### config.mk
export PLATFORM = sky130hd
export DESIGN_NAME = ext_irq_ctrl
export DESIGN_NICKNAME = d
export VERILOG_FILES = /design/src/rtl/ext_irq_pkg.sv /design/src/rtl/ext_irq_detect.sv /design/src/rtl/ext_irq_flags.sv /design/src/rtl/ext_irq_regs.sv /design/src/rtl/ext_irq_ctrl.sv
export SDC_FILE = /design/constraint.sdc
export NUM_CORES = 1
export LEC_CHECK = 0
export ABC_AREA = 1
export BUFFER_PORTS_ARGS = -buffer_cell sky130_fd_sc_hd__clkbuf_2
export CAP_MARGIN = 20
export CORE_ASPECT_RATIO = 0.7
export CORE_MARGIN = 5
export CORE_UTILIZATION = 47
export DETAILED_ROUTE_END_ITERATION = 8
export PLACE_DENSITY_LB_ADDON = 0.1
export SYNTH_ARGS = -nofsm -noshare
export SYNTH_HDL_FRONTEND = slang
export SYNTH_SLANG_ARGS = --single-unit
### constraint.sdc
create_clock -name clk_i -period 1 [get_ports clk_i]
set_input_delay 0.2 -clock clk_i [delete_from_list [all_inputs] [get_ports clk_i]]
set_output_delay 0.2 -clock clk_i [all_outputs]
set_load 0.05 [all_outputs]
### src/rtl/ext_irq_pkg.sv
package ext_irq_pkg;
  typedef enum logic [1:0] {
    SENSE_LOW  = 2'b00,
    SENSE_ANY  = 2'b01,
    SENSE_FALL = 2'b10,
    SENSE_RISE = 2'b11
  } sense_e;

  localparam logic ADDR_MASK = 1'b0;
  localparam logic ADDR_FLAG = 1'b1;
endpackage

### src/rtl/ext_irq_detect.sv
module ext_irq_detect
  import ext_irq_pkg::*;
#(
  parameter int unsigned N_LINES = 8
) (
  input  logic                   clk_i,
  input  logic                   rst_ni,
  input  logic [N_LINES-1:0]     line_i,
  input  logic [2*N_LINES-1:0]   sense_i,
  output logic [N_LINES-1:0]     hit_o,
  output logic [N_LINES-1:0]     level_o
);
  logic [N_LINES-1:0] prev_q;
  logic               armed_q;

  // first cycle after reset only loads prev_q: no false edge
  always_ff @(posedge clk_i or negedge rst_ni) begin
    if (!rst_ni) begin
      prev_q  <= '0;
      armed_q <= 1'b0;
    end else begin
      prev_q  <= line_i;
      armed_q <= 1'b1;
    end
  end

  for (genvar i = 0; i < N_LINES; i++) begin : g_line
    sense_e mode;
    logic   rise, fall;
    assign mode = sense_e'(sense_i[2*i +: 2]);
    assign rise = armed_q &  line_i[i] & ~prev_q[i];
    assign fall = armed_q & ~line_i[i] &  prev_q[i];

    always_comb begin
      level_o[i] = 1'b0;
      unique case (mode)
        SENSE_LOW:  begin hit_o[i] = 1'b0; level_o[i] = 1'b1; end
        SENSE_ANY:  hit_o[i] = rise | fall;
        SENSE_FALL: hit_o[i] = fall;
        SENSE_RISE: hit_o[i] = rise;
        default:    hit_o[i] = 1'b0;
      endcase
    end
  end
endmodule

### src/rtl/ext_irq_flags.sv
module ext_irq_flags #(
  parameter int unsigned N_LINES = 8
) (
  input  logic               clk_i,
  input  logic               rst_ni,
  input  logic [N_LINES-1:0] hit_i,
  input  logic [N_LINES-1:0] level_i,
  input  logic [N_LINES-1:0] clr_i,
  input  logic [N_LINES-1:0] ack_i,
  output logic [N_LINES-1:0] flag_o
);
  logic [N_LINES-1:0] flag_q, flag_d;

  // set beats both clear sources; level mode pins the flag low
  always_comb begin
    flag_d = (hit_i | (flag_q & ~clr_i & ~ack_i)) & ~level_i;
  end

  always_ff @(posedge clk_i or negedge rst_ni) begin
    if (!rst_ni) flag_q <= '0;
    else         flag_q <= flag_d;
  end

  assign flag_o = flag_q;
endmodule

### src/rtl/ext_irq_regs.sv
module ext_irq_regs
  import ext_irq_pkg::*;
#(
  parameter int unsigned N_LINES = 8
) (
  input  logic               clk_i,
  input  logic               rst_ni,
  input  logic               wr_i,
  input  logic               addr_i,
  input  logic [N_LINES-1:0] wdata_i,
  input  logic [N_LINES-1:0] flag_i,
  input  logic [N_LINES-1:0] level_i,
  output logic [N_LINES-1:0] mask_o,
  output logic [N_LINES-1:0] clr_o,
  output logic [N_LINES-1:0] rdata_o
);
  logic [N_LINES-1:0] mask_q;

  always_ff @(posedge clk_i or negedge rst_ni) begin
    if (!rst_ni)                       mask_q <= '0;
    else if (wr_i && addr_i == ADDR_MASK) mask_q <= wdata_i;
  end

  assign clr_o  = (wr_i && addr_i == ADDR_FLAG) ? wdata_i : '0;
  assign mask_o = mask_q;

  // level lines read 0 even in the cycle the mode changes
  always_comb begin
    if (addr_i == ADDR_FLAG) rdata_o = flag_i & ~level_i;
    else                     rdata_o = mask_q;
  end
endmodule

### src/rtl/ext_irq_ctrl.sv
module ext_irq_ctrl #(
  parameter int unsigned N_LINES = 8
) (
  input  logic                 clk_i,
  input  logic                 rst_ni,
  input  logic [N_LINES-1:0]   line_i,
  input  logic [2*N_LINES-1:0] sense_i,
  input  logic                 gie_i,
  input  logic                 wr_i,
  input  logic                 addr_i,
  input  logic [N_LINES-1:0]   wdata_i,
  output logic [N_LINES-1:0]   rdata_o,
  input  logic [N_LINES-1:0]   ack_i,
  output logic [N_LINES-1:0]   req_o
);
  logic [N_LINES-1:0] edge_hit, level_mode, flag_q, mask_q, wr_clr;

  ext_irq_detect #(.N_LINES(N_LINES)) u_detect (
    .clk_i   (clk_i),
    .rst_ni  (rst_ni),
    .line_i  (line_i),
    .sense_i (sense_i),
    .hit_o   (edge_hit),
    .level_o (level_mode)
  );

  ext_irq_flags #(.N_LINES(N_LINES)) u_flags (
    .clk_i   (clk_i),
    .rst_ni  (rst_ni),
    .hit_i   (edge_hit),
    .level_i (level_mode),
    .clr_i   (wr_clr),
    .ack_i   (ack_i),
    .flag_o  (flag_q)
  );

  ext_irq_regs #(.N_LINES(N_LINES)) u_regs (
    .clk_i   (clk_i),
    .rst_ni  (rst_ni),
    .wr_i    (wr_i),
    .addr_i  (addr_i),
    .wdata_i (wdata_i),
    .flag_i  (flag_q),
    .level_i (level_mode),
    .mask_o  (mask_q),
    .clr_o   (wr_clr),
    .rdata_o (rdata_o)
  );

  always_comb begin
    for (int i = 0; i < N_LINES; i++) begin
      req_o[i] = gie_i & mask_q[i] & (level_mode[i] ? ~line_i[i] : flag_q[i]);
    end
  end
endmodule

Word level (Yosys, flattened, before mapping) --
Index checks and enable logic that the tools add are counted.
Cells by class: reductions and logical operators 10, bitwise gates (word level) 81, equal/unequal tests 24, mux-type cells 26
Operators by type and width (number):
- $and A1 B1 Y1 | 48
- $and A8 B8 Y8 | 4
- $eq A2 B2 Y1 const B | 16
- $pmux W1 S4 | 8
- $not A8 Y8 | 3
- $not A1 Y1 | 17
- $eq A2 B1 Y1 const B | 8
- $logic_not A2 Y1 | 8
- $mux W1 | 16
- $mux W8 | 2
- $or A1 B1 Y1 | 8
- $or A8 B8 Y8 | 1
- $logic_and A1 B1 Y1 | 2
Word-level totals: input port bits 45, word-level logic and storage cells 145, register bits after elaboration 25, output and inout port bits 16

Depth between registers and ports, before layout --
word-level depth 7, depth in mapped cells 5, gate-level depth less buffers 5

By module --
Synthesis repeated with hierarchy kept, for this count alone.
Second synthesis, totals: cells, all modules 259, area total of the unflattened synthesis 1742.9 sq um
By module, submodules not included:
- ext_irq_detect | seq. area each 225.2 sq um, instances 1, cells an instance 98, area an instance 601.8 sq um
- ext_irq_regs | seq. area each 200.2 sq um, instances 1, cells an instance 80, area an instance 565.5 sq um
- ext_irq_flags | seq. area each 200.2 sq um, instances 1, cells an instance 48, area an instance 440.4 sq um
- ext_irq_ctrl | seq. area each 0.0 sq um, instances 1, cells an instance 33, area an instance 135.1 sq um

Worst setup path before layout --
Ideal clock, no wire load.
path type input -> output, from input sense_i[13], to output req_o[6], setup slack -0.830 ns, buffers on the path 0, arrival time 1.630 ns, required time 0.800 ns, stages 3, path through nor2_1 nor2_1 a211oi_1
On the way: longest elaborated chain between the ends 4
Ends and longest elaborated chain:
- start: declaration | RTL line ext_irq_ctrl.sv:7 | input logic [2*N_LINES-1:0] sense_i,
- $logic_not A2 Y1 | RTL line ext_irq_detect.sv:36 | unique case (mode)
- $mux W1 | RTL line ext_irq_detect.sv:36
- $mux W1 | RTL line ext_irq_ctrl.sv:52 | req_o[i] = gie_i & mask_q[i] & (level_mode[i] ? ~line_i[i] : flag_q[i]);
- $and A1 B1 Y1 | RTL line ext_irq_ctrl.sv:52
- end: declaration | RTL line ext_irq_ctrl.sv:14 | output logic [N_LINES-1:0] req_o
Every way passes these cells.

Worst setup path after layout --
from register u_flags.flag_q[7], in the netlist u_flags.flag_o[7], to output req_o[7]
On the way: longest elaborated chain between the ends 2
Ends and longest elaborated chain:
- start: declaration | RTL line ext_irq_flags.sv:12 | logic [N_LINES-1:0] flag_q, flag_d;
- start signal: assignment | RTL line ext_irq_flags.sv:21 | else flag_q <= flag_d;
- $mux W1 | RTL line ext_irq_ctrl.sv:52
- $and A1 B1 Y1 | RTL line ext_irq_ctrl.sv:52
Every way passes these cells.

==> flow_summary.ini <==
[yosys]
avgSynthCellArea_um2 = 6.795
syn_inst = 209
synth_largest_area_cell = dfrtp_1
synth_top_area_share_pct = 44.05
synth_area_leaders = dfrtp_1 (44%), nand2_1 (19%), inv_1 (8.7%)
ys_warn_count = 0
ys_seq_elements = 25
netlist_area_mm2 = 0.001420
synth.distinct_cells = 14
seq_area_frac_synth_pct = 44.05
synthesis.nets = 254

[timing]
setup_viol = 16
fmax_ghz = 0.7318
hold_violations = 0
post-route-period-util_pct = 136.7
fin_ws_ps = -366.5
min_period_ps = 1367
fin_setup_tns_ps = -5060
maxSlewViolCount = 0
skew_ps = 2.348
rsz0062_at_grt = true

[clocking]
clkTransAtPathRegs_ps = 90
cts_tree = yes
max-clock-path-buffers = 2
clock_latency_ps = 270
root_buffer = clkbuf_8
cts_buffers = 3
numClockSinks = 25
h-tree-depth = 1

[power_and_ir_drop]
p_clk_share_pct = 20.4
combPwrFrac_pct = 39.8
p_sw_share_pct = 35.67
switchingPower_mw = 1.046
peakVddDrop_v = 0.001020
powerDensity_mw_per_mm2 = 1146
p_seq_share_pct = 39.8
intPower_mw = 1.887
p_leak_nw = 1.309

[route]
ant_nets = 0
via_per_inst = 5.128
vias = 1759
drc = 0
drt_iter0_drc = 69
firstDrtPassIters = 4
routed_wirelength_um = 4851
avgRoutedWirePerCell_um = 14.14

[min_path]
worstHoldStart = line_i[4]
hp-class = in -> reg

[global_routing]
grt_max_degree = 26
grt_overflow_total = 0
grt_first_pass_wirelength_um = 7714
grt_pass1_vias = 1821
grt_usage_pct = 23.32
grt_antenna_before_repair = 0

[place]
postPlaceCellArea_mm2 = 0.002233
port_buffers = 60
post-dp-hpwl_um = 3258
place.gp.congestion = 0.8197
place_ws_ps = -295.4

[cells_and_area]
area_growth_pct = 80.18
final_cell_mix = nand2_1 (65), clkbuf_2 (44), buf_4 (32)
fin_area_mm2 = 0.002559
diodes = 0
layout_commonest_cell = nand2_1
drive_gt1_share_pct = 49.19
nNetsFinal = 353

[critical_path]
cp-start-kind = flip-flop
criticalPathCategory = reg -> out
crit_arrival_ps = 1170
crit_path_end_kind = output pin
startpoint = u_flags.flag_o[7]$_DFF_PN0_
timing.rr.start = u_flags.flag_o[7]$_DFF_PN0_
required_ps = 800
worstPathMaxFanout = 2

[floorplan]
rows = 16
start_util_pct = 49.96
ios = 61
die_area_mm2 = 0.004238
core_mm2 = 0.002843
die_y_um = 55.99
die_w_um = 75.70

[run]
cap_viol_max_count = 0

[status]
violations = setup timing
status = finished, violations left
==> Yosys cell counts, drive strengths merged <==
cell / n
a21oi: 20
clkbuf: 1
dfrtp: 25
o31ai: 4
conb: 1
o21ai: 16
a211oi: 4
nor2: 28
buf: 2
nand2: 74
inv: 34
==> final timing paths <==
check / to / slack, ps / cells past startpoint
max reg2reg: u_flags.flag_o[7]$_DFF_PN0_ / 30 / 4
max: req_o[7] / -370 / 3
max in group asynchronous: u_regs.mask_o[3]$_DFFE_PN0P_ / 300 / 3
min in group asynchronous: u_detect.prev_q[3]$_DFF_PN0_ / 460 / 3
min: u_detect.prev_q[4]$_DFF_PN0_ / 140 / 2
min reg2reg: u_regs.mask_o[5]$_DFFE_PN0P_ / 530 / 2
==> per-layer routing <==
metal  track usage, %  wire, µm  vias to the layer above
met5                0         0                        -
met3            6.318       354                       14
met2            40.10      2493                       70
met1            26.94      1881                      829
li1                 -         -                      846
met4            8.978       121                        0
==> kinds of logic (layout without fill, tap and decap cells) <==
logic type             after synthesis  in the layout  share of synthesized area (%)
buffers and inverters               37            135                          10.92
DFF                                 25             25                          44.05
AOI/OAI and AO/OA                   44             44                          17.62
other                                1              1                         0.2641
and+or+nand+nor                    102            102                          27.14
==> worst max-delay path, cell delays in order, from the launching register on <==
cell	delay, ps
dfrtp_1	430
nor2_4	60
a211oi_4	230
buf_8	180
==> registers in the layout, indices dropped and copies added, names as in the netlist <==
| signal | cells |
|---|---|
| u_detect.prev_q | 8 |
| u_flags.flag_o | 8 |
| u_detect.armed_q | 1 |
| u_regs.mask_o | 8 |
==> layout make-up <==
cell class                 instances  area [µm²]
clock buffer                       3       41.29
inverter                          34       130.1
multi-input combinational        147       913.4
fill                             127       284.0
sequential                        25       625.6
timing repair buffer              97       798.3
clock inverter                     1       5.005
tap                               36       45.04
==> power groups by stage <==
stage                     sequential [mW]  combinational (mW)  clock [mW]
after detailed placement             1.18               0.944           0
after global placement               1.18               0.922           0
after CTS                            1.16                1.09       0.612
after floorplan                      1.17               0.580           0
final                                1.17                1.17       0.599
after global routing                 1.18                1.25       0.670
==> through the flow <==
| step | hold WS [ps] | cells | total power [mW] | utilization [%] |
|---|---|---|---|---|
| floorplan | -95.59 | 209 | 1.747 | - |
| global placement | 203.5 | 333 | 2.099 | 78.57 |
| detailed placement | 203.8 | 333 | 2.124 | 78.57 |
| CTS | 139.5 | 342 | 2.863 | 87.90 |
| global route | 139.2 | 343 | 3.098 | 90.01 |
| finish | 145.0 | 343 | 2.933 | 90.01 |
==> what timing repair did <==
item                                   CTS  global route
pin swaps                               10             8
buffers inserted                         4             2
endpoints found under the hold margin   25             0
gates resized for setup                 42            28
setup endpoints to repair               16            21
hold buffers                             1             0
No activity file was read; power rests on OpenSTA's default activity.
